===== src/rtl/ofc_pkg.sv =====
// Shared definitions for the object field cache.
// Assumes nothing beyond standard SystemVerilog.
package ofc_pkg;

    typedef enum logic [0:0] {
        ST_IDLE = 1'b0,
        ST_WAIT = 1'b1
    } ofc_state_e;

    // Width of an index over n entries, never below one bit.
    function automatic int ofc_idx_w(input int n);
        return (n > 1) ? $clog2(n) : 1;
    endfunction

endpackage


===== src/rtl/ofc_rr_victim.sv =====
// Round-robin line pointer: names the line claimed by the next allocation.
// Assumes LINES >= 2; the pointer moves only when adv is high.
module ofc_rr_victim
    import ofc_pkg::*;
#(
    parameter int LINES = 2,
    localparam int LW = ofc_idx_w(LINES)
) (
    input  logic          clk,
    input  logic          rst_n,
    input  logic          adv,
    output logic [LW-1:0] victim
);

    logic [LW-1:0] ptr_q;

    // Step the pointer on each allocation, wrapping at the last line.
    always_ff @(posedge clk) begin
        if (!rst_n) begin
            ptr_q <= '0;
        end else if (adv) begin
            ptr_q <= (ptr_q == LW'(LINES - 1)) ? '0 : ptr_q + 1'b1;
        end
    end

    assign victim = ptr_q;

endmodule


===== src/rtl/ofc_tag_store.sv =====
// Line tags (object references) with per-field valid bits.
// Compares every tag against the lookup reference in parallel, picks each
// line's valid bit with the field index, and encodes the matching line.
// Assumes at most one line holds a given reference (allocation on miss only).
module ofc_tag_store
    import ofc_pkg::*;
#(
    parameter int LINES  = 2,
    parameter int FIELDS = 4,
    parameter int REF_W  = 16,
    localparam int LW = ofc_idx_w(LINES),
    localparam int FW = ofc_idx_w(FIELDS)
) (
    input  logic             clk,
    input  logic             rst_n,
    input  logic             inval,
    input  logic [REF_W-1:0] lk_ref,
    input  logic [FW-1:0]    lk_fidx,
    input  logic             alloc,
    input  logic [LW-1:0]    alloc_line,
    input  logic             set_v,
    input  logic [LW-1:0]    set_line,
    input  logic [FW-1:0]    set_fidx,
    output logic             tag_hit,
    output logic             field_hit,
    output logic [LW-1:0]    hit_line
);

    logic [LINES-1:0]        match;
    logic [LINES-1:0]        fhit;
    logic [LINES*FIELDS-1:0] vld_flat;

    for (genvar i = 0; i < LINES; i++) begin : g_line
        logic [REF_W-1:0]  tag_r;
        logic              used_r;
        logic [FIELDS-1:0] vld_r;

        // Hold this line's tag, its in-use flag and its field valid bits.
        always_ff @(posedge clk) begin
            if (!rst_n) begin
                tag_r  <= '0;
                used_r <= 1'b0;
                vld_r  <= '0;
            end else if (inval) begin
                vld_r <= '0;
            end else begin
                if (alloc && alloc_line == LW'(i)) begin
                    tag_r  <= lk_ref;
                    used_r <= 1'b1;
                    vld_r  <= '0;
                end
                if (set_v && set_line == LW'(i)) begin
                    vld_r[set_fidx] <= 1'b1;
                end
            end
        end

        assign match[i] = used_r && (tag_r == lk_ref);
        assign fhit[i]  = match[i] && vld_r[lk_fidx];
        assign vld_flat[i*FIELDS +: FIELDS] = vld_r;
    end

    // Encode the matching line number from the one-hot tag match.
    always_comb begin
        hit_line = '0;
        for (int i = 0; i < LINES; i++) begin
            if (match[i]) hit_line = hit_line | LW'(i);
        end
    end

    assign tag_hit   = |match;
    assign field_hit = |fhit;


    inval_clear_chk: assert property (@(posedge clk) disable iff (!rst_n)
        inval |=> (vld_flat == '0));


    one_owner_chk: assert property (@(posedge clk) disable iff (!rst_n)
        $onehot0(match));

endmodule


===== src/rtl/ofc_data_ram.sv =====
// Field data store addressed by {line number, field index}.
// One synchronous write port, one combinational read port; no reset.
module ofc_data_ram
    import ofc_pkg::*;
#(
    parameter int LINES  = 2,
    parameter int FIELDS = 4,
    parameter int DATA_W = 32,
    localparam int LW    = ofc_idx_w(LINES),
    localparam int FW    = ofc_idx_w(FIELDS),
    localparam int AW    = LW + FW,
    localparam int DEPTH = 1 << AW
) (
    input  logic              clk,
    input  logic              wr_en,
    input  logic [AW-1:0]     wr_addr,
    input  logic [DATA_W-1:0] wr_data,
    input  logic [AW-1:0]     rd_addr,
    output logic [DATA_W-1:0] rd_data
);

    logic [DATA_W-1:0] mem_q [DEPTH];

    // Store one field per write strobe.
    always_ff @(posedge clk) begin
        if (wr_en) mem_q[wr_addr] <= wr_data;
    end

    assign rd_data = mem_q[rd_addr];

endmodule


===== src/rtl/ofc_cache.sv =====
// Object field cache top: accepts one field read or write at a time,
// serves resident reads in one cycle, fetches single fields on a miss,
// writes through to memory, and bypasses out-of-range field indices.
// Assumes IDX_W is wide enough to encode indices at or beyond FIELDS.
module ofc_cache
    import ofc_pkg::*;
#(
    parameter int LINES  = 2,
    parameter int FIELDS = 4,
    parameter int REF_W  = 16,
    parameter int DATA_W = 32,
    parameter int IDX_W  = 3
) (
    input  logic              clk,
    input  logic              rst_n,
    input  logic              inval,
    input  logic              req_valid,
    input  logic              req_write,
    input  logic [REF_W-1:0]  req_ref,
    input  logic [IDX_W-1:0]  req_fidx,
    input  logic [DATA_W-1:0] req_wdata,
    output logic              req_ready,
    output logic              rsp_valid,
    output logic              rsp_hit,
    output logic [DATA_W-1:0] rsp_rdata,
    output logic              mem_req,
    output logic              mem_write,
    output logic [REF_W-1:0]  mem_ref,
    output logic [IDX_W-1:0]  mem_fidx,
    output logic [DATA_W-1:0] mem_wdata,
    input  logic              mem_ack,
    input  logic [DATA_W-1:0] mem_rdata
);

    localparam int LW = ofc_idx_w(LINES);
    localparam int FW = ofc_idx_w(FIELDS);
    localparam logic [IDX_W:0] NFLD = (IDX_W + 1)'(FIELDS);

    ofc_state_e        state;
    logic              accept, in_range, rd_hit, alloc, wr_upd, fill_now;
    logic              tag_hit, field_hit;
    logic [LW-1:0]     hit_line, victim, set_line, fill_line;
    logic [FW-1:0]     fidx_lo, set_fidx, fill_fidx;
    logic              set_v, fill_pend;
    logic [DATA_W-1:0] ram_rd, ram_wd;

    assign req_ready = (state == ST_IDLE) && !inval;
    assign accept    = req_valid && req_ready;
    assign in_range  = ({1'b0, req_fidx} < NFLD);
    assign fidx_lo   = req_fidx[FW-1:0];
    assign rd_hit    = accept && !req_write && in_range && field_hit;
    assign alloc     = accept && !req_write && in_range && !tag_hit;
    assign wr_upd    = accept && req_write && in_range && tag_hit;
    assign fill_now  = (state == ST_WAIT) && mem_ack && fill_pend && !inval;
    assign set_v     = wr_upd || fill_now;
    assign set_line  = fill_now ? fill_line : hit_line;
    assign set_fidx  = fill_now ? fill_fidx : fidx_lo;
    assign ram_wd    = fill_now ? mem_rdata : req_wdata;

    ofc_tag_store #(.LINES(LINES), .FIELDS(FIELDS), .REF_W(REF_W)) u_tags (
        .clk        (clk),
        .rst_n      (rst_n),
        .inval      (inval),
        .lk_ref     (req_ref),
        .lk_fidx    (fidx_lo),
        .alloc      (alloc),
        .alloc_line (victim),
        .set_v      (set_v),
        .set_line   (set_line),
        .set_fidx   (set_fidx),
        .tag_hit    (tag_hit),
        .field_hit  (field_hit),
        .hit_line   (hit_line)
    );

    ofc_rr_victim #(.LINES(LINES)) u_victim (
        .clk    (clk),
        .rst_n  (rst_n),
        .adv    (alloc),
        .victim (victim)
    );

    ofc_data_ram #(.LINES(LINES), .FIELDS(FIELDS), .DATA_W(DATA_W)) u_data (
        .clk     (clk),
        .wr_en   (set_v),
        .wr_addr ({set_line, set_fidx}),
        .wr_data (ram_wd),
        .rd_addr ({hit_line, fidx_lo}),
        .rd_data (ram_rd)
    );

    // Sequence each request: local hit response, or one memory transaction.
    always_ff @(posedge clk) begin
        if (!rst_n) begin
            state     <= ST_IDLE;
            mem_req   <= 1'b0;
            mem_write <= 1'b0;
            mem_ref   <= '0;
            mem_fidx  <= '0;
            mem_wdata <= '0;
            rsp_valid <= 1'b0;
            rsp_hit   <= 1'b0;
            rsp_rdata <= '0;
            fill_pend <= 1'b0;
            fill_line <= '0;
            fill_fidx <= '0;
        end else begin
            rsp_valid <= 1'b0;
            if (inval) fill_pend <= 1'b0;
            case (state)
                ST_IDLE: begin
                    if (accept) begin
                        if (rd_hit) begin
                            rsp_valid <= 1'b1;
                            rsp_hit   <= 1'b1;
                            rsp_rdata <= ram_rd;
                        end else begin
                            state     <= ST_WAIT;
                            mem_req   <= 1'b1;
                            mem_write <= req_write;
                            mem_ref   <= req_ref;
                            mem_fidx  <= req_fidx;
                            mem_wdata <= req_wdata;
                            fill_pend <= !req_write && in_range;
                            fill_line <= tag_hit ? hit_line : victim;
                            fill_fidx <= fidx_lo;
                        end
                    end
                end
                ST_WAIT: begin
                    if (mem_ack) begin
                        state     <= ST_IDLE;
                        mem_req   <= 1'b0;
                        rsp_valid <= 1'b1;
                        rsp_hit   <= 1'b0;
                        rsp_rdata <= mem_rdata;
                        fill_pend <= 1'b0;
                    end
                end
                default: state <= ST_IDLE;
            endcase
        end
    end


    mem_hold_chk: assert property (@(posedge clk) disable iff (!rst_n)
        (mem_req && !mem_ack) |=> (mem_req && $stable(mem_ref)
                                   && $stable(mem_fidx) && $stable(mem_write)));


    hit_local_chk: assert property (@(posedge clk) disable iff (!rst_n)
        rd_hit |=> (rsp_valid && rsp_hit && !mem_req));


    busy_chk: assert property (@(posedge clk) disable iff (!rst_n)
        mem_req |-> !req_ready);


    bypass_chk: assert property (@(posedge clk) disable iff (!rst_n)
        (accept && !in_range) |=> (mem_req && !rsp_valid));


    write_mem_chk: assert property (@(posedge clk) disable iff (!rst_n)
        (accept && req_write) |=> (mem_req && mem_write));

endmodule


===== config.mk =====
export PLATFORM = sky130hd
export DESIGN_NAME = ofc_cache
export DESIGN_NICKNAME = d
export VERILOG_FILES = /design/src/rtl/ofc_pkg.sv /design/src/rtl/ofc_rr_victim.sv /design/src/rtl/ofc_tag_store.sv /design/src/rtl/ofc_data_ram.sv /design/src/rtl/ofc_cache.sv
export SDC_FILE = /design/constraint.sdc
export NUM_CORES = 1
export LEC_CHECK = 0
export BUFFER_PORTS_ARGS = -buffer_cell sky130_fd_sc_hd__buf_2
export CAP_MARGIN = 20
export CORE_MARGIN = 10
export CORE_UTILIZATION = 45
export CTS_CLUSTER_DIAMETER = 30
export DETAILED_ROUTE_END_ITERATION = 10
export RECOVER_POWER = 25
export SLEW_MARGIN = 30
export SYNTH_ARGS = -nofsm -noshare
export SYNTH_HDL_FRONTEND = slang
export SYNTH_SLANG_ARGS = --single-unit
export TNS_END_PERCENT = 5

===== constraint.sdc =====
create_clock -name clk -period 4.35 [get_ports clk]
set_input_delay 0.435 -clock clk [delete_from_list [all_inputs] [get_ports clk]]
set_output_delay 0.435 -clock clk [all_outputs]
set_load 0.05 [all_outputs]

Word level (Yosys, flattened, before mapping)
Memories as Yosys holds them, arrays and structs flattened. Cells that the tools add are included.

Reductions and logical operators: 34. Magnitude comparators: 4. Add/sub/neg operators: 1. Multiplexer cells: 46. Bitwise operators: 8. Equality and inequality tests: 6.

Operators with widths (number): $mux W32 (4); $pmux W32 S2 (1); $eq A16 B16 Y1 (2); $mux W4 (8); $mux W1 (24); $logic_and A1 B1 Y1 (22); $pmux W1 S2 (5); $reduce_and A3 Y1 (3); $ne A2 B2 Y1 const B (4); $or A4 B4 Y4 (2); $lt A2 B3 Y1 const B (2); $not A1 Y1 (6); $reduce_or A2 Y1 (3); $bmux W1 S2 (2); $reduce_and A2 Y1 (2); $logic_not A1 Y1 (3); $lt A3 B3 Y1 const B (1); $demux W1 S2 (1); $ge A2 B1 Y1 const B (1); $mux W2 (1); $add A1 B1 Y1 const B (1); $logic_or A1 B1 Y1 (1).

Register bits: 135. Word-level logic and storage cells: 119. Memories kept: 1. Bits in writable memories: 256.

Memory list: u_data.mem_q (words 8, bits a word 32, rd ports 1, clocked after Yosys merged registers in 0, write ports 1, RTL line ofc_data_ram.sv:22) `logic [DATA_W-1:0] mem_q [DEPTH];`.

Longest topological paths before layout
Gate-level depths: netlist of the first run.

Depth after elaboration: 12. Depth in mapped cells: 8. Gate-level depth less buffers: 6.

By module
From an unflattened synthesis of the first run, not the netlist that was laid out.

Cells, all modules: 1105. Area, all modules: 16373.2 µm².

Modules (own cells, without submodules): ofc_data_ram (cells each 383, area each 9825.7 µm², times used 1, seq. area each 7687.4 µm²); ofc_cache (cells each 489, area each 4473.0 µm², times used 1, seq. area each 1801.7 µm²); ofc_tag_store (cells each 230, area each 2039.5 µm², times used 1, seq. area each 840.8 µm²); ofc_rr_victim (cells each 3, area each 35.0 µm², times used 1, seq. area each 20.0 µm²).

Worst setup path after synthesis of the first run
OpenSTA, ideal clock, no wires.

Kind: input-to-reg. Start point: input port req_ref[12]. End point: memory u_data.mem_q[5][0] (enable). Stages on the path: 6. Slack: 1.028 ns. Data arrival time: 2.901 ns. Setup time: 0.421 ns. Buffers on the path: 0. Cell sequence: xor2_1 -> nor4_1 -> and2_1 -> and2_1 -> a22oi_1 -> nor2_1.

Cells in the longest elaborated chain, start to end: 7.

RTL lines: from (decl) (RTL line ofc_cache.sv:19) `input logic [REF_W-1:0] req_ref,`; $eq A16 B16 Y1 (RTL line ofc_tag_store.sv:58) `assign match[i] = used_r && (tag_r == lk_ref);`; $logic_and A1 B1 Y1 (RTL line ofc_tag_store.sv:58); $reduce_or A2 Y1 (RTL line ofc_tag_store.sv:71) `assign tag_hit = |match;`; $logic_and A1 B1 Y1 (RTL line ofc_cache.sv:53) `assign wr_upd = accept && req_write && in_range && tag_hit;`; $logic_or A1 B1 Y1 (RTL line ofc_cache.sv:55) `assign set_v = wr_upd || fill_now;`; $mux W1 (RTL line ofc_data_ram.sv:26) `if (wr_en) mem_q[wr_addr] <= wr_data;`; $mux W1 (implied by the code) (RTL line ofc_data_ram.sv:26); to (decl) (RTL line ofc_data_ram.sv:22).

Several ways; a longest one is shown, not always the timed one.

Worst setup path in the final report of the first run
Start point: register fill_pend. End point: memory u_data.mem_q[2][15] (enable).

Cells in the longest elaborated chain, start to end: 5.

RTL lines: from (decl) (RTL line ofc_cache.sv:44) `logic set_v, fill_pend;`; from (signal assigned) (RTL line ofc_cache.sv:124) `fill_pend <= !req_write && in_range;`; $logic_and A1 B1 Y1 * (2 in series) (RTL line ofc_cache.sv:54) `assign fill_now = (state == ST_WAIT) && mem_ack && fill_pend && !inval;`; $logic_or A1 B1 Y1 (RTL line ofc_cache.sv:55); $mux W1 (RTL line ofc_data_ram.sv:26); $mux W1 (implied by the code) (RTL line ofc_data_ram.sv:26).

Every way passes the cells marked *; elsewhere a longest branch is shown, timed or not.

==> results of run 1 <==
==> cell usage in the layout, fill, tap and decap left out, types with 12 or more instances in the layout <==
cell type / Yosys / layout
buf_4: 8 / 39
nand2_1: 196 / 195
bufinv_16: 0 / 20
mux2i_1: 64 / 64
clkbuf_1: 64 / 94
buf_2: 23 / 86
edfxtp_1: 256 / 256
a31o_2: 25 / 25
a21oi_1: 53 / 53
o221ai_1: 32 / 32
xor2_1: 30 / 30
dfxtp_1: 133 / 132
a21boi_0: 32 / 32
clkbuf_16: 0 / 89
clkinv_2: 0 / 12
o31ai_1: 50 / 50
mux4_2: 66 / 66
nand4_1: 53 / 53
==> report_power, final <==
part | total, mW | switching, mW | internal [mW]
registers | 4.01 | 0.0231 | 3.98
clock network | 7.09 | 2.07 | 5.02
logic | 0.599 | 0.415 | 0.184
==> Yosys cell counts (3+ instances only) <==
library cell / number / area share [%]
dfxtp_1: 133 / 16
and3_1: 3 / 0.12
clkbuf_1: 64 / 1.5
and4_1: 4 / 0.21
mux2i_1: 64 / 3.9
buf_2: 23 / 0.71
mux4_2: 66 / 9.1
nand4_1: 53 / 2.0
a21oi_1: 53 / 1.6
nand3_1: 7 / 0.21
o221ai_1: 32 / 1.7
nand2_1: 196 / 4.5
o32ai_1: 8 / 0.43
xor2_1: 30 / 1.6
nor3_1: 4 / 0.12
nor3b_1: 3 / 0.14
nor2_1: 15 / 0.35
and2_1: 5 / 0.19
o31ai_1: 50 / 2.3
a31o_2: 25 / 1.3
a31o_1: 7 / 0.38
a21boi_0: 32 / 1.5
buf_4: 8 / 0.37
edfxtp_1: 256 / 47
inv_1: 5 / 0.12
buf_6: 5 / 0.35
buf_1: 6 / 0.14
a31oi_1: 8 / 0.31
nor4_1: 4 / 0.15
==> flip-flops by register name, summed over array words and instances (netlist names), 2 cells and up <==
name and cells:
u_tags.g_line.tag_r 32, u_tags.g_line.used_r 2, u_data.mem_q 256, u_tags.g_line.vld_r 8, mem_fidx 3, rsp_rdata 32
mem_wdata 32, mem_ref 16
==> worst paths after layout <==
path | start | endpoint | slack [ns] | cells after the start
setup / recovery | fill_pend$_SDFF_PN0_ | u_data.mem_q[2][15]$_DFFE_PP_ | 1.12 | 5
hold / removal | req_wdata[8] | mem_wdata[8]$_SDFFE_PN0P_ | 0.12 | 3
setup reg to reg | fill_pend$_SDFF_PN0_ | u_data.mem_q[2][15]$_DFFE_PP_ | 1.12 | 5
hold reg to reg | rsp_rdata[25]$_SDFFE_PN0P_ | rsp_rdata[25]$_SDFFE_PN0P_ | 0.46 | 2
==> layer usage <==
layer | track usage, % | vias to the layer above
met4 | 6.59 | 0
li1 | - | 5041
met1 | 27.0 | 5747
met2 | 33.5 | 427
met3 | 5.13 | 77
met5 | 0 | -
==> stage by stage <==
| step | hold slack [ns] | power, mW | util (%) | instances | instance area, sq um |
|---|---|---|---|---|---|
| 2_1_floorplan | 0.432 | 4.47 | - | 1190 | 16300 |
| 3_3_place_gp | 0.439 | 4.67 | 49.6 | 1760 | 17700 |
| 3_5_place_dp | 0.443 | 4.68 | 49.6 | 1760 | 17700 |
| 4_1_cts | 0.0908 | 11.8 | 58.6 | 1918 | 20900 |
| 5_1_grt | 0.106 | 12.0 | 58.3 | 1918 | 20800 |
| 6_report | 0.117 | 11.7 | 58.3 | 1918 | 20800 |
==> cell families (layout without fill, tap and decap cells) <==
kind of cell	Yosys count	after routing	share of synthesized area (%)
flip-flops	389	389	63.4
AND/OR/NAND/NOR	303	303	8.58
AO/OA/AOI/OAI	225	225	10.1
buffers and inverters	111	378	3.14
multiplexers	130	130	13.0
XOR/XNOR	32	32	1.72
==> final cells by class <==
cell class                      instances  share of cell area [%]
Clock inverter                         58                    4.25
Timing Repair Buffer                  215                    5.19
Clock buffer                          100                    11.2
Multi-Input combinational cell        690                    26.7
Tap cell                              461                    2.78
Inverter                                5                  0.0903
Sequential cell                       389                    49.8
==> worst max-delay path, cell delays in order, from the launching register on <==
cell and delay (ns):
dfxtp_1 0.31, nor2b_1 0.25, nand3_1 0.67, o22a_1 0.67
nor2_4 0.59, buf_4 0.40
==> flow_metrics.py, run 1 <==
metrics = {
    "status": {
        "outcome": "completed",
    },
    "run": {
        "max_cap_violations": 0,
    },
    "place": {
        "pre_cts_slack_ns": 1.12,
        "hpwl_mm": 28.6,
        "gp_congestion": 0.780,
        "port_buffers": 176,
    },
    "detailed_routing": {
        "ant_nets": 0,
        "post_drt_wl_per_cell_um": 24.1,
        "vias": 11300,
        "drc": 0,
        "wirelength_mm": 46.3,
        "viasPerCell": 5.89,
        "route.met2.wl_mm": 22.0,
        "drt_first_iter_violations": 793,
        "firstDrtPassIters": 7,
        "wl_met3_mm": 3.34,
        "wl_met1_mm": 20.0,
        "top_layer": "met4",
    },
    "finish": {
        "layout-drive-gt1-share_pct": 26.7,
        "diodes": 0,
        "multi_input_comb_area_sq_um": 5540,
        "area_growth_pct": 27.3,
        "regArea_sq_um": 10400,
        "fillers": 2890,
        "fin_nets": 1475,
    },
    "min_path": {
        "hold_path_class": "in -> reg",
    },
    "power": {
        "power.density_nw_per_um2": 563,
        "ir_worst_vdd_uv": 355,
        "leakage_nw": 7.42,
    },
    "floorplan": {
        "core_area_sq_um": 35700,
        "die_h_um": 210,
        "dieArea_sq_um": 44300,
        "io-pin-count": 177,
        "placement_rows": 69,
        "start_util_pct": 45.8,
        "die_w_um": 210,
    },
    "worst_setup_path": {
        "required_ns": 4.60,
        "cp-end-kind": "register",
        "crit_fanout": 22,
        "crit_arrival_ns": 3.48,
        "critical_path.startpoint_type": "register",
        "crit_type": "reg -> reg",
    },
    "cts": {
        "ctsResizeCount": 0,
        "cts.htree.levels": 3,
        "cts_sinks": 389,
        "cts_tree": "yes",
        "cts_setup_buffers": 0,
        "max-clock-path-buffers": 3,
        "clkLatencyLatePin_ns": 0.59,
        "cts_made_buffers": 85,
        "clkTransAtPathRegs_ns": 0.05,
        "cts-root-buf": "clkbuf_16",
        "postCtsHoldBufs": 0,
    },
    "sta": {
        "worst_pin_slew_ns": 0.977,
        "timing.fmax_mhz": 309,
        "period_needed_ns": 3.23,
        "setup_viol": 0,
        "relSlewSlack_pct": 34.8,
        "rsz0062_at_grt": "no",
        "slew_viol_final": 0,
        "layout_setup_ws_ns": 1.12,
        "finClkSkew_ns": 0.0174,
        "finalCritPeriodShare_pct": 74.3,
        "hold_viol": 0,
        "tns_ns": 0,
    },
    "global_routing": {
        "grt_pass1_wl_mm": 71.2,
        "grtUsageTotal_pct": 20.7,
        "antenna_found_initial": 0,
        "grt_overflow_total": 0,
        "grt_max_degree": 72,
        "grt_pass1_vias": 11900,
    },
    "synthesis": {
        "yosys.cell_types.count": 44,
        "ys_warn_count": 0,
        "synth_cells": 1190,
        "synth-seq-cells": 389,
        "ys.flop_type": "edfxtp_1",
        "synthArstFlopShare_pct": 0,
        "synthesis.nets": 1279,
        "netlist_area_sq_um": 16300,
        "ys_seq_area_share_pct": 63.4,
        "synth_edf_count": 256,
        "syn_area_per_cell_sq_um": 13.7,
    },
}
(Power assumes the default switching activity.)
==> run 2: changes to the inputs <==
==> constraint.sdc (replaced) <==
create_clock -name clk -period 3.36 [get_ports clk]
set_input_delay 0.336 -clock clk [delete_from_list [all_inputs] [get_ports clk]]
set_output_delay 0.336 -clock clk [all_outputs]
set_load 0.05 [all_outputs]
==> run 2 against run 1 <==
Against the previous run:
- cell count increased by 0.52%
- die area did not move
- flip-flop and latch count unchanged
- highest routed layer is now met5
- register-to-register slack got worse by 0.52 ns
- fmax up 17%
- clock skew up 0.0053 ns
- critical path depth stayed put
- non-clock buffer count grew 14
- final area is 0.24% lower
- setup slack got worse by 0.52 ns
- wire length down 0.89%
==> flow_metrics.py, run 2 (synthesis gave the netlist of run 1 again) <==
metrics = {
    "power": {
        "p_sw_share_pct": 22.5,
        "pwr-share-comb_pct": 5.5,
        "p_clk_share_pct": 58.2,
        "ir_worst_vdd_uv": 377,
        "seqPwrFrac_pct": 36.3,
        "p_int_mw": 11.1,
        "p_sw_mw": 3.21,
        "leakage_nw": 7.37,
        "power.density_nw_per_um2": 689,
        "finalPower_mw": 14.3,
    },
    "worst_setup_path": {
        "reg2reg_depth": 5,
        "crit_type": "reg -> reg",
        "cp_top_family": "compound AO/OA/AOI/OAI gates",
        "rr_startpoint": "state$_SDFF_PN0_",
        "crit_arrival_ns": 3.06,
        "crit_fanout": 27,
        "r2r-end": "u_data.mem_q[4][25]$_DFFE_PP_",
        "ff2ff_setup_slack_ns": 0.60,
        "critical_path.startpoint_type": "register",
        "critPathBufInv": 2,
        "required_ns": 3.66,
        "cp-end-kind": "register",
        "crit_path_cell_trace": "buf_4 > nand3_2 > a31oi_1 > nor2_4 > buf_12",
        "slowest_stage": "a31oi_1",
        "slowest_delay_ns": 0.76,
    },
    "cts": {
        "cts.htree.levels": 3,
        "ctsResizeCount": 0,
        "cts_setup_buffers": 0,
        "postCtsHoldBufs": 8,
        "cts_tree": "yes",
        "cts_sinks": 389,
        "cts-root-buf": "clkbuf_16",
        "clkLatencyLatePin_ns": 0.59,
        "clkTransAtPathRegs_ns": 0.05,
        "max-clock-path-buffers": 3,
        "cts_made_buffers": 83,
    },
    "sta": {
        "relSlewSlack_pct": 44.4,
        "timing.fmax_mhz": 363,
        "period_needed_ns": 2.76,
        "finalCritPeriodShare_pct": 82.1,
        "worst_pin_slew_ns": 0.835,
        "setup_viol": 0,
        "tns_ns": 0,
        "slew_viol_final": 0,
        "finClkSkew_ns": 0.0227,
        "hold_viol": 0,
        "rsz0062_at_grt": "no",
    },
    "finish": {
        "diodes": 0,
        "largest_reg_flops": 256,
        "layout-drive-gt1-share_pct": 26.2,
        "fin_nets": 1487,
        "area_growth_pct": 27.0,
        "layout_commonest_cell": "edfxtp_1",
        "mostFrequentLayoutCells": "edfxtp_1 (256), nand2_1 (195), dfxtp_1 (133)",
        "fillers": 2907,
        "max_flop_register": "u_data.mem_q",
    },
    "floorplan": {
        "dieArea_sq_um": 44300,
        "die_w_um": 210,
        "io-pin-count": 177,
        "placement_rows": 69,
        "die_h_um": 210,
        "core_area_sq_um": 35700,
        "start_util_pct": 45.8,
    },
    "global_routing": {
        "grtUsageTotal_pct": 20.4,
        "grt_pass1_wl_mm": 70.1,
        "grt_max_degree": 69,
        "grt_overflow_total": 0,
        "antenna_found_initial": 2,
        "grt_pass1_vias": 11700,
    },
    "detailed_routing": {
        "route.met2.wl_mm": 22.2,
        "ant_nets": 0,
        "wl_met3_mm": 3.24,
        "wl_met1_mm": 19.4,
        "drt_first_iter_violations": 859,
        "top_layer": "met5",
        "viasPerCell": 5.84,
        "drc": 0,
        "vias": 11300,
        "post_drt_wl_per_cell_um": 23.8,
        "firstDrtPassIters": 5,
        "wirelength_mm": 45.9,
    },
    "min_path": {
        "whs_path_depth": 3,
        "min_to": "mem_wdata[7]$_SDFFE_PN0P_",
        "min_from": "req_wdata[7]",
        "hold_path_class": "in -> reg",
    },
    "status": {
        "outcome": "completed",
    },
    "place": {
        "gp_congestion": 0.763,
        "hpwl_mm": 28.1,
        "port_buffers": 176,
    },
    "run": {
        "max_cap_violations": 0,
    },
}
==> run 2: through the flow <==
step | setup WS [ns] | instance area, sq um | instances | util [%] | hold WS [ns]
5_1_grt | 0.354 | 20700 | 1928 | 58.1 | 0.0176
3_5_place_dp | 0.503 | 17800 | 1766 | 50.0 | 0.444
4_1_cts | 0.659 | 20800 | 1928 | 58.5 | 0.00213
6_report | 0.603 | 20700 | 1928 | 58.1 | 0.0332
3_3_place_gp | 0.509 | 17800 | 1765 | 50.0 | 0.440
2_1_floorplan | 0.137 | 16300 | 1190 | - | 0.432
==> run 2: worst min-delay path, delay by kind of cell <==
kind	cells	cell delay [ns]
buffers and inverters	1	0.11
AND/OR/NAND/NOR	1	0.07
AO/OA/AOI/OAI	1	0.06
==> run 2: layout make-up <==
type / count / area, sq um / share of cell area, %
clock buffer: 98 / 2250 / 10.8
clock inverter: 56 / 671 / 3.24
inverter: 5 / 18.8 / 0.0906
multi-input combinational: 690 / 5540 / 26.8
sequential: 389 / 10300 / 49.9
tap: 461 / 577 / 2.78
timing repair buffer: 229 / 1320 / 6.35
==> run 2: how the worst max path moves through the flow <==
stage                                                 startpoint                            end  slack, ns  cells past startpoint
after floorplan                                      req_ref[12]   u_data.mem_q[5][0]$_DFFE_PP_       0.14                      6
after global placement                                req_ref[2]  u_data.mem_q[7][12]$_DFFE_PP_       0.51                      8
after detailed placement                              req_ref[2]  u_data.mem_q[5][11]$_DFFE_PP_       0.50                      9
after CTS                 u_tags.g_line[1].tag_r[2]$_SDFFE_PN0P_   u_data.mem_q[5][5]$_DFFE_PP_       0.66                      8
after global routing      u_tags.g_line[1].tag_r[2]$_SDFFE_PN0P_      rsp_rdata[5]$_SDFFE_PN0P_       0.35                      7
final                                           state$_SDFF_PN0_  u_data.mem_q[4][25]$_DFFE_PP_       0.60                      5
==> run 2: power groups by stage <==
stage	clock, mW	sequential [mW]	combinational [mW]
final	8.30	5.19	0.782
after floorplan	0	5.41	0.376
after detailed placement	0	5.27	0.788
after global placement	0	5.27	0.779
after global routing	8.68	5.19	0.838
after CTS	8.42	5.18	0.798
==> run 2: metal layers <==
metal | up-vias | GRT usage [%]
li1 | 5067 | -
met1 | 5709 | 26.1
met2 | 408 | 33.4
met3 | 72 | 5.03
met4 | 2 | 6.67
met5 | - | 0
==> run 3: changes to the inputs <==
--- a/config.mk
+++ b/config.mk
@@ -11,6 +11,7 @@
 export CORE_UTILIZATION = 45
 export CTS_CLUSTER_DIAMETER = 30
 export DETAILED_ROUTE_END_ITERATION = 10
+export PLACE_DENSITY = 0.66
 export RECOVER_POWER = 25
 export SLEW_MARGIN = 30
 export SYNTH_ARGS = -nofsm -noshare
==> constraint.sdc (replaced) <==
create_clock -name clk -period 2.36 [get_ports clk]
set_input_delay 0.236 -clock clk [delete_from_list [all_inputs] [get_ports clk]]
set_output_delay 0.236 -clock clk [all_outputs]
set_load 0.05 [all_outputs]
==> run 3 against run 2 <==
Against the previous run:
- utilization grew 2.4 points
- wire length grew 3.1%
- sequential power grew 42%
==> flow_metrics.py, run 3 (synthesis gave the netlist of run 1 again) <==
metrics = {
    "status": {
        "outcome": "completed",
    },
    "detailed_routing": {
        "drc": 0,
        "drt_first_iter_violations": 1085,
        "firstDrtPassIters": 5,
        "post_drt_wl_per_cell_um": 23.5,
        "wl_met3_mm": 3.98,
        "route.met2.wl_mm": 23.1,
        "ant_nets": 0,
        "vias": 11800,
        "top_layer": "met4",
        "wl_met1_mm": 19.0,
        "viasPerCell": 5.88,
        "wirelength_mm": 47.3,
    },
    "sta": {
        "layout_setup_ws_ns": 0.0143,
        "worst_pin_slew_ns": 0.748,
        "rsz0062_at_grt": "yes",
        "slew_viol_final": 0,
        "whs_ns": 0.0225,
        "setup_viol": 0,
        "finClkSkew_ns": 0.0285,
        "hold_viol": 0,
        "finalCritPeriodShare_pct": 99.4,
        "relSlewSlack_pct": 49.9,
        "timing.fmax_mhz": 426,
        "period_needed_ns": 2.35,
    },
    "worst_setup_path": {
        "critical_path.startpoint_type": "register",
        "crit_fanout": 5,
        "required_ns": 2.66,
        "ff2ff_setup_slack_ns": 0.01,
        "crit_type": "reg -> reg",
        "cp-end-kind": "register",
        "crit_arrival_ns": 2.65,
        "reg2reg_depth": 9,
    },
    "finish": {
        "layout_commonest_cell": "edfxtp_1",
        "fin_nets": 1571,
        "multi_input_comb_area_sq_um": 5610,
        "regArea_sq_um": 10400,
        "diodes": 0,
        "fillers": 2737,
        "layout-drive-gt1-share_pct": 28.8,
        "max_flop_register": "u_data.mem_q",
        "largest_reg_flops": 256,
        "stdcell_area_sq_um": 21600,
        "mostFrequentLayoutCells": "edfxtp_1 (256), nand2_1 (195), dfxtp_1 (130)",
        "post-route-util_pct": 60.5,
        "area_growth_pct": 32.3,
    },
    "cts": {
        "cts.htree.levels": 3,
        "clkTransAtPathRegs_ns": 0.05,
        "clkLatencyLatePin_ns": 0.60,
        "cts-root-buf": "clkbuf_16",
        "cts_made_buffers": 80,
        "cts_sinks": 389,
        "max-clock-path-buffers": 3,
        "cts_tree": "yes",
    },
    "place": {
        "gp_congestion": 0.818,
        "hpwl_mm": 29.9,
        "place_area_sq_um": 18400,
        "port_buffers": 176,
        "pre_cts_slack_ns": -0.141,
    },
    "floorplan": {
        "start_util_pct": 45.8,
        "core_area_sq_um": 35700,
        "die_h_um": 210,
        "dieArea_sq_um": 44300,
        "die_w_um": 210,
        "placement_rows": 69,
        "io-pin-count": 177,
    },
    "global_routing": {
        "grt_pass1_vias": 12300,
        "antenna_found_initial": 0,
        "grt_pass1_wl_mm": 71.6,
        "grt_max_degree": 56,
        "grtUsageTotal_pct": 20.9,
        "grt_overflow_total": 0,
    },
    "power": {
        "leakage_nw": 7.76,
        "ir_worst_vdd_uv": 589,
        "power.density_nw_per_um2": 908,
    },
    "min_path": {
        "whs_path_depth": 3,
        "hold_path_class": "in -> reg",
    },
    "run": {
        "max_cap_violations": 0,
    },
}
[run 3: changes by cell type in the layout (fill, tap and decap cells not counted), sizes merged]
cell,change
buf,+49
bufinv,-4
clkbuf,+2
clkinv,-4
clkinvlp,+4
dlygate4sd3,+34
dlymetal6s4s,+1
inv,+1
[run 3: worst max-delay path: stages (launching register included)]
cell and delay [ns]:
dfxtp_2 0.32, xor2_1 0.15, nor4_1 0.33, buf_4 0.17, and4_4 0.24, nand3_2 0.09, o22a_4 0.30, nor2_4 0.16
buf_4 0.16, clkbuf_16 0.14
[run 3: worst paths after layout]
path                                                             start                      endpoint
worst min register to register              rsp_rdata[24]$_SDFFE_PN0P_    rsp_rdata[24]$_SDFFE_PN0P_
worst max-delay path            u_tags.g_line[0].tag_r[5]$_SDFFE_PN0P_  u_data.mem_q[0][9]$_DFFE_PP_
worst min-delay path                                     mem_rdata[12]    rsp_rdata[12]$_SDFFE_PN0P_
worst max register to register  u_tags.g_line[0].tag_r[5]$_SDFFE_PN0P_  u_data.mem_q[0][9]$_DFFE_PP_
[run 3: power breakdown]
group | total, mW | internal (mW) | switching, mW
registers | 7.39 | 7.34 | 0.0460
clock network | 11.0 | 7.28 | 3.71
logic | 1.23 | 0.437 | 0.790
[run 3: per-stage QoR]
step / cells / TNS [ns] / power (mW)
detailed placement: 1809 / -15.57 / 8.68
global placement: 1809 / -18.92 / 8.66
floorplan: 1190 / -51.12 / 8.24
CTS: 2002 / 0 / 19.7
global route: 2011 / -0.456 / 20.2
finish: 2011 / 0 / 19.6
[run 3: layout make-up]
type	count	share of cell area, %
sequential	389	48.0
multi-input combinational	690	26.0
timing repair buffer	316	10.8
clock buffer	97	9.91
tap	461	2.67
clock inverter	53	2.56
inverter	5	0.0870
[run 3: per-layer routing]
metal,up-vias,global-route usage [%]
met5,-,0
met1,5882,26.1
met4,0,8.07
met3,90,5.21
met2,599,34.3
li1,5249,-
[run 3: what timing repair did]
item | 4_1_cts | 5_1_grt
setup endpoints to repair | 128 | 277
hold endpoints to repair | 60 | 0
cloned | 0 | 4
resized for setup | 1 | 21
setup buffers | 0 | 7
pin swaps | 0 | 11
hold buffers | 43 | 0
